## config.mk

```make
export PLATFORM = sky130hd
export DESIGN_NAME = tern_datapath
export DESIGN_NICKNAME = d
export VERILOG_FILES = /design/src/rtl/tern_pkg.sv /design/src/rtl/tern_decode.sv /design/src/rtl/tern_regfile.sv /design/src/rtl/tern_unit.sv /design/src/rtl/tern_datapath.sv
export SDC_FILE = /design/constraint.sdc
export NUM_CORES = 2
export LEC_CHECK = 0
export BUFFER_PORTS_ARGS = -buffer_cell sky130_fd_sc_hd__buf_2
export CORE_ASPECT_RATIO = 0.8
export CORE_MARGIN = 2
export CORE_UTILIZATION = 70
export DETAILED_ROUTE_END_ITERATION = 8
export PLACE_DENSITY_LB_ADDON = 0.25
export SKIP_LAST_GASP = 1
export SYNTH_ARGS = -nofsm -noshare
export SYNTH_HDL_FRONTEND = slang
export SYNTH_HIERARCHICAL = 1
export SYNTH_SLANG_ARGS = --single-unit
export TNS_END_PERCENT = 50
```

## constraint.sdc

```tcl
create_clock -name clk -period 10.2 [get_ports clk]
set_input_delay 0 -clock clk [delete_from_list [all_inputs] [get_ports clk]]
set_output_delay 0 -clock clk [all_outputs]
set_load 0.05 [all_outputs]
```

## src/rtl/tern_pkg.sv

```systemverilog
package tern_pkg;

    parameter int unsigned DATA_W = 32;
    parameter int unsigned IDX_W  = 4;
    parameter int unsigned OP_W   = 5;
    parameter int unsigned NSRC   = 4;
    parameter int unsigned NREG   = 16;

    // Field positions inside the instruction word, lowest first.
    localparam int unsigned IMM_LO  = 0;
    localparam int unsigned DST_LO  = IMM_LO + 2 * DATA_W;
    localparam int unsigned SRC_LO  = DST_LO + IDX_W;
    localparam int unsigned OPA_LO  = SRC_LO + NSRC * IDX_W;
    localparam int unsigned OPB_LO  = OPA_LO + OP_W;
    localparam int unsigned OPC_LO  = OPB_LO + OP_W;
    localparam int unsigned USED_W  = OPC_LO + OP_W;
    localparam int unsigned SHAMT_W = $clog2(DATA_W);

    typedef enum logic [OP_W-1:0] {
        OP_ADD  = 5'd0,
        OP_XOR  = 5'd1,
        OP_AND  = 5'd2,
        OP_OR   = 5'd3,
        OP_ANDN = 5'd4,
        OP_ROTL = 5'd5,
        OP_SHL  = 5'd6,
        OP_SHR  = 5'd7
    } op_e;

    typedef struct packed {
        logic [OP_W-1:0]             op_c;
        logic [1:0][OP_W-1:0]        op_ab;
        logic [NSRC-1:0][IDX_W-1:0]  src;
        logic [IDX_W-1:0]            dst;
        logic [1:0][DATA_W-1:0]      imm;
    } instr_t;

    // Two-operand primitive shared by every unit.
    function automatic logic [DATA_W-1:0] op_apply(
        input logic [OP_W-1:0]   op,
        input logic [DATA_W-1:0] lhs,
        input logic [DATA_W-1:0] rhs
    );
        logic [SHAMT_W-1:0]  amt;
        logic [2*DATA_W-1:0] dbl;
        logic [DATA_W-1:0]   res;
        amt = rhs[SHAMT_W-1:0];
        dbl = {lhs, lhs} << amt;
        case (op)
            OP_ADD:  res = lhs + rhs;
            OP_XOR:  res = lhs ^ rhs;
            OP_AND:  res = lhs & rhs;
            OP_OR:   res = lhs | rhs;
            OP_ANDN: res = lhs & ~rhs;
            OP_ROTL: res = dbl[2*DATA_W-1:DATA_W];
            OP_SHL:  res = lhs << amt;
            OP_SHR:  res = lhs >> amt;
            default: res = lhs;
        endcase
        return res;
    endfunction

endpackage

```

## src/rtl/tern_decode.sv

```systemverilog
module tern_decode
    import tern_pkg::*;
#(
    parameter int unsigned INSTR_W = 144
) (
    input  logic [INSTR_W-1:0] raw,
    output instr_t             fields
);

    always_comb begin
        fields       = '0;
        fields.imm[0] = raw[IMM_LO +: DATA_W];
        fields.imm[1] = raw[IMM_LO + DATA_W +: DATA_W];
        fields.dst    = raw[DST_LO +: IDX_W];
        for (int s = 0; s < NSRC; s++) begin
            fields.src[s] = raw[SRC_LO + s * IDX_W +: IDX_W];
        end
        fields.op_ab[0] = raw[OPA_LO +: OP_W];
        fields.op_ab[1] = raw[OPB_LO +: OP_W];
        fields.op_c     = raw[OPC_LO +: OP_W];
    end

    generate
        if (INSTR_W > USED_W) begin : g_pad
            logic unused_pad;
            assign unused_pad = ^raw[INSTR_W-1:USED_W];
        end
    endgenerate

endmodule

```

## src/rtl/tern_regfile.sv

```systemverilog
module tern_regfile #(
    parameter int unsigned NREG   = 16,
    parameter int unsigned DATA_W = 32,
    parameter int unsigned IDX_W  = 4,
    parameter int unsigned NRD    = 4
) (
    input  logic                         clk,
    input  logic                         rst_n,
    input  logic [NRD-1:0][IDX_W-1:0]    rd_idx,
    output logic [NRD-1:0][DATA_W-1:0]   rd_data,
    input  logic                         we,
    input  logic [IDX_W-1:0]             wr_idx,
    input  logic [DATA_W-1:0]            wr_data
);

    logic [NREG-1:0][DATA_W-1:0] mem_d, mem_q;

    always_comb begin
        mem_d = mem_q;
        if (we) begin
            mem_d[wr_idx] = wr_data;
        end
    end

    always_ff @(posedge clk or negedge rst_n) begin
        if (!rst_n) begin
            mem_q <= '0;
        end else begin
            mem_q <= mem_d;
        end
    end

    // Write-through: a read of the register being written sees the new value.
    generate
        for (genvar p = 0; p < NRD; p++) begin : g_rd
            assign rd_data[p] = (we && (wr_idx == rd_idx[p])) ? wr_data : mem_q[rd_idx[p]];
        end
    endgenerate

endmodule

```

## src/rtl/tern_unit.sv

```systemverilog
module tern_unit
    import tern_pkg::*;
#(
    parameter bit USE_IMM = 1'b1
) (
    input  logic [OP_W-1:0]   op,
    input  logic [DATA_W-1:0] a,
    input  logic [DATA_W-1:0] b,
    input  logic [DATA_W-1:0] c,
    output logic [DATA_W-1:0] y
);

    generate
        if (USE_IMM) begin : g_three
            logic [DATA_W-1:0] inner;
            assign inner = op_apply(op, a, b);
            assign y     = op_apply(op, inner, c);
        end else begin : g_two
            logic unused_c;
            assign unused_c = ^c;
            assign y        = op_apply(op, a, b);
        end
    endgenerate

endmodule

```

## src/rtl/tern_datapath.sv

```systemverilog
module tern_datapath
    import tern_pkg::*;
#(
    parameter int unsigned INSTR_W = 144
) (
    input  logic                 clk,
    input  logic                 rst_n,
    input  logic                 instr_valid,
    input  logic [INSTR_W-1:0]   instr,
    output logic                 wb_valid,
    output logic [IDX_W-1:0]     wb_dst,
    output logic [DATA_W-1:0]    wb_data
);

    localparam int unsigned NUNIT = 2;

    typedef struct packed {
        logic                           v;
        logic [NSRC-1:0][DATA_W-1:0]    opnd;
        logic [NUNIT-1:0][DATA_W-1:0]   imm;
        logic [NUNIT-1:0][OP_W-1:0]     op_ab;
        logic [OP_W-1:0]                op_c;
        logic [IDX_W-1:0]               dst;
    } read_stage_t;

    typedef struct packed {
        logic                           v;
        logic [NUNIT-1:0][DATA_W-1:0]   part;
        logic [OP_W-1:0]                op_c;
        logic [IDX_W-1:0]               dst;
    } exec_stage_t;

    typedef struct packed {
        read_stage_t rd;
        exec_stage_t ex;
    } pipe_t;

    pipe_t state_d, state_q;

    instr_t                        dec;
    logic [NSRC-1:0][DATA_W-1:0]   rf_rd;
    logic [NUNIT-1:0][DATA_W-1:0]  part_y;
    logic [DATA_W-1:0]             merge_y;

    tern_decode #(.INSTR_W(INSTR_W)) u_decode (
        .raw    (instr),
        .fields (dec)
    );

    tern_regfile #(
        .NREG   (NREG),
        .DATA_W (DATA_W),
        .IDX_W  (IDX_W),
        .NRD    (NSRC)
    ) u_regfile (
        .clk     (clk),
        .rst_n   (rst_n),
        .rd_idx  (dec.src),
        .rd_data (rf_rd),
        .we      (state_q.ex.v),
        .wr_idx  (state_q.ex.dst),
        .wr_data (merge_y)
    );

    generate
        for (genvar u = 0; u < NUNIT; u++) begin : g_first
            tern_unit #(.USE_IMM(1'b1)) u_first (
                .op (state_q.rd.op_ab[u]),
                .a  (state_q.rd.opnd[2*u]),
                .b  (state_q.rd.opnd[2*u+1]),
                .c  (state_q.rd.imm[u]),
                .y  (part_y[u])
            );
        end
    endgenerate

    tern_unit #(.USE_IMM(1'b0)) u_merge (
        .op (state_q.ex.op_c),
        .a  (state_q.ex.part[0]),
        .b  (state_q.ex.part[1]),
        .c  ('0),
        .y  (merge_y)
    );

    always_comb begin
        state_d = state_q;

        state_d.rd.v     = instr_valid;
        state_d.rd.opnd  = rf_rd;
        state_d.rd.imm   = dec.imm;
        state_d.rd.op_ab = dec.op_ab;
        state_d.rd.op_c  = dec.op_c;
        state_d.rd.dst   = dec.dst;

        state_d.ex.v     = state_q.rd.v;
        state_d.ex.part  = part_y;
        state_d.ex.op_c  = state_q.rd.op_c;
        state_d.ex.dst   = state_q.rd.dst;
    end

    always_ff @(posedge clk or negedge rst_n) begin
        if (!rst_n) begin
            state_q <= '0;
        end else begin
            state_q <= state_d;
        end
    end

    assign wb_valid = state_q.ex.v;
    assign wb_dst   = state_q.ex.dst;
    assign wb_data  = merge_y;

endmodule

```

==> impl_results.md, run 1 <==
- Status: aborted with a tool error
- Stopping stage: 5_1_grt
- First Err: [ERROR GRT-0232] Routing congestion too high. Check the congestion heatmap in the GUI.
- Mapped Area: 88300 sq um
- Die Height: 322 microns
- Placed cell count: around 10000
- CTS H-tree lvls: 3
- Mapped Cells: 9262
- CTS buffer count: 83
- Port Buffers: ~140
- Largest net degree at the start of global routing: 175
- Syn. warnings: 6
- Total Routing Usage GR: 77.8%
- DP Wirelength: 294000 microns
- Net Count, Synth: between 9000 and 10000
- Pre-CTS setup slack: between 2 and 3 ns
- Num rows: 116
- Die Wd: 401 microns
- Syn avg cell area: between 9 and 10 sq um
- Initial core utilization: 70.6%
- Gpl congestion: 1.20
- Initial antenna violation count: 69
- Clock root buffer: clkbuf_16
- Total global routing overflow: 124
- Max clock buf depth: 3
- Clk sinks: between 700 and 800
- I/O Pins: around 180
## metrics by stage
step	utilization, %	hold slack, ns	cell area (sq um)
3_3_place_gp	71.4	-0.112	89300
2_1_floorplan	-	-0.296	88300
3_5_place_dp	71.4	-0.102	89300
4_1_cts	74.9	0.0342	93800
## timing repair
item,CTS
gates resized for setup,0
endpoints found under the hold margin,294
setup buffers,0
hold buffers,171
## metal layers
| metal | overflow | track usage, % |
|---|---|---|
| met1 | 8 | 83.9 |
| met2 | 46 | 88.6 |
| met3 | 8 | 67.8 |
| met4 | 60 | 63.9 |
| met5 | 2 | 43.2 |
==> inputs of run 2 (changes only) <==
--- a/config.mk
+++ b/config.mk
@@ -6,11 +6,10 @@
 export NUM_CORES = 2
 export LEC_CHECK = 0
 export BUFFER_PORTS_ARGS = -buffer_cell sky130_fd_sc_hd__buf_2
-export CORE_ASPECT_RATIO = 0.8
 export CORE_MARGIN = 2
-export CORE_UTILIZATION = 70
+export CORE_UTILIZATION = 40
 export DETAILED_ROUTE_END_ITERATION = 8
-export PLACE_DENSITY_LB_ADDON = 0.25
+export PLACE_DENSITY_LB_ADDON = 0.15
 export SKIP_LAST_GASP = 1
 export SYNTH_ARGS = -nofsm -noshare
 export SYNTH_HDL_FRONTEND = slang
==> impl_results.md, run 2 <==
- Status: finished, final reports clean
- Final hold vios: 0
- Commonest cells after routing, fill and taps aside: mux2_2, dfrtp_1, mux4_2
- Max FO, Critical Path: 58
- Met3 usage: around a tenth
- Tmin final: ~8.3 ns
- Share of cells above drive strength 1: a little over a quarter
- Worst Tran Pin Value: 1.41 ns
- M1 GR Usage: 56.0%
- Synth-to-layout area growth: 9.19%
- Req. time, crit path: 10.79 ns
- Max Clock Skew: 0.0770 ns
- CTS tree: yes
- CTS buffer count: 95
- Hold WC Path Type: in2reg
- CP Data Arrival Time: just under 9 ns
- Die area: 225000 sq um
- PD cells: 226 nW/um^2
- Vias in the first global route: 82600
- Num rows: between 150 and 200
- Tot Pwr: about 22 mW
- Hold slack: just under 0.08 ns
- Die Height: 474 microns
- Final setup viols: 0
- Area of the multi-input gates: 62800 sq um
- FF+latch area: ~20000 sq um
- Crit share post-route: 81.1%
- Largest reg by FF count: u_regfile/mem_q
- TritonRoute pass-1 iters: 7
- Clk sinks: roughly 800
- Syn. warnings: 6
- Crit. End Element: flip-flop
- I/O Pins: 184
- Pleak: slightly below 40 nW
- Peak VDD IR: 0.174 mV
- Placed cell count: 11600
- Kind of critical path: reg2reg
- Initial DRC count: ~12000
- Port Buffers: 138
- Total vias in the final route: 87000
- Slew HR: between 4 and 5%
- Grt peak-use layer: met2
- Max clock buf depth: 3
- Max reg flops: 512
- Global-route wire length before repair: 664000 microns
- Initial antenna violation count: 44
- Clock-pin slew on the worst setup and hold paths: 0.06 ns
- Final nets: 9501
- DP Wirelength: 336000 microns
- Clock root buffer: clkbuf_16
- Commonest non-fill, non-tap cell in the layout: mux2_2
- Mapped Area: 88300 sq um
- Final wirelength: 478000 microns
- CP Launch Type: flip-flop
- Clk_lat worst skew: 0.79 ns
- RSZ-0062 raised after global routing: no
- Fillers: 21200
- Die Wd: around 470 microns
- CTS-repair resized insts: 0
- Syn avg cell area: 9.53 sq um
- Mapped Cells: 9262
- Final ANT Viol Nets: 0
- Gpl congestion: 1.04
- Max cap viols: 0
- Core Area: 220000 sq um
- Initial core utilization: 40.2%
- Largest net degree at the start of global routing: 165
- Via density per instance: 7.26
- Total global routing overflow: 0
- Slew Limit Fails: 0
- GR Util met2: 61.2%
- CTS H-tree lvls: 3
- Non-Filler Instances: 12000
- Net Count, Synth: 9734
- Total Routing Usage GR: 41.5%
- DRC: 0
- WL/cell: 39.9 microns
- FMAX: 0.121 GHz
- Setup_tns: 0 ns
[run 2: path summary, 6_finish.rpt]
| check | startpoint | to | slack, ns | cells past startpoint |
|---|---|---|---|---|
| setup / recovery | state_q[254] | state_q[69] | 1.93 | 23 |
| hold / removal | instr[69] | state_q[187] | 0.08 | 3 |
| setup reg to reg | state_q[254] | state_q[69] | 1.93 | 23 |
| hold reg to reg | state_d[6] | state_q[6] | 0.35 | 0 |
| max in group asynchronous | rst_n | state_q[256] | 7.92 | 5 |
| min in group asynchronous | rst_n | u_regfile/mem_q[53] | 0.42 | 4 |
[run 2: per-layer routing]
layer  vias to the layer above  routed length, microns  part of all wire [%]
met5                         -                     121                 0.025
met4                        18                   31200                   6.5
met3                      1304                   50600                    11
met2                      5784                  205000                    43
met1                     44600                  191000                    40
li1                      35300                       -                     -
[run 2: worst max-delay path, stage by stage (launching register included)]
cell and delay (ns):
dfrtp_4 0.94, buf_4 0.79, mux2_2 0.35, a2bb2oi_1 0.43, a31oi_1 0.15, o2111ai_1 0.49
nand2_1 0.23, a21o_1 0.25, inv_1 0.10, ha_1 0.19, inv_1 0.07, fa_1 0.44
nor2b_1 0.14, o21a_1 0.16, o21ai_0 0.21, a211oi_1 0.55, a211o_1 0.30, o31a_1 0.27
a21oi_1 0.16, o21ai_0 0.41, or3b_2 0.20, a211oi_1 0.07, a2111oi_1 1.02, a22oi_1 0.14
[run 2: what timing repair did]
action | 4_1_cts | 5_1_grt
hold endpoints to repair | 568 | 0
setup buffers | 0 | 0
hold buffers | 174 | 0
[run 2: final cells by class]
type	count	share of cell area (%)
clock inverters	46	0.579
clock buffers	125	2.73
diodes	10	0.0260
repair buffers	688	5.61
multi-input cells	7078	65.1
flip-flops and latches	798	20.8
well taps	2871	3.73
inverters	368	1.43
[run 2: report_power, final]
part | switching (mW) | total (mW) | internal (mW)
combinational | 7.88 | 12.9 | 4.97
clock | 1.55 | 3.55 | 2.01
sequential | 1.40 | 5.41 | 4.02
total | 10.8 | 21.8 | 11.0
[run 2: stage by stage]
step / utilization (%) / instance area (sq um) / setup WS, ns
floorplan: - / 88300 / 4.30
detailed placement: 41.7 / 91400 / 2.24
CTS: 43.9 / 96400 / 2.21
global route: 43.9 / 96400 / 1.84
finish: 43.9 / 96400 / 1.93
global placement: 41.7 / 91400 / 2.35
(Power assumes the default switching activity.)
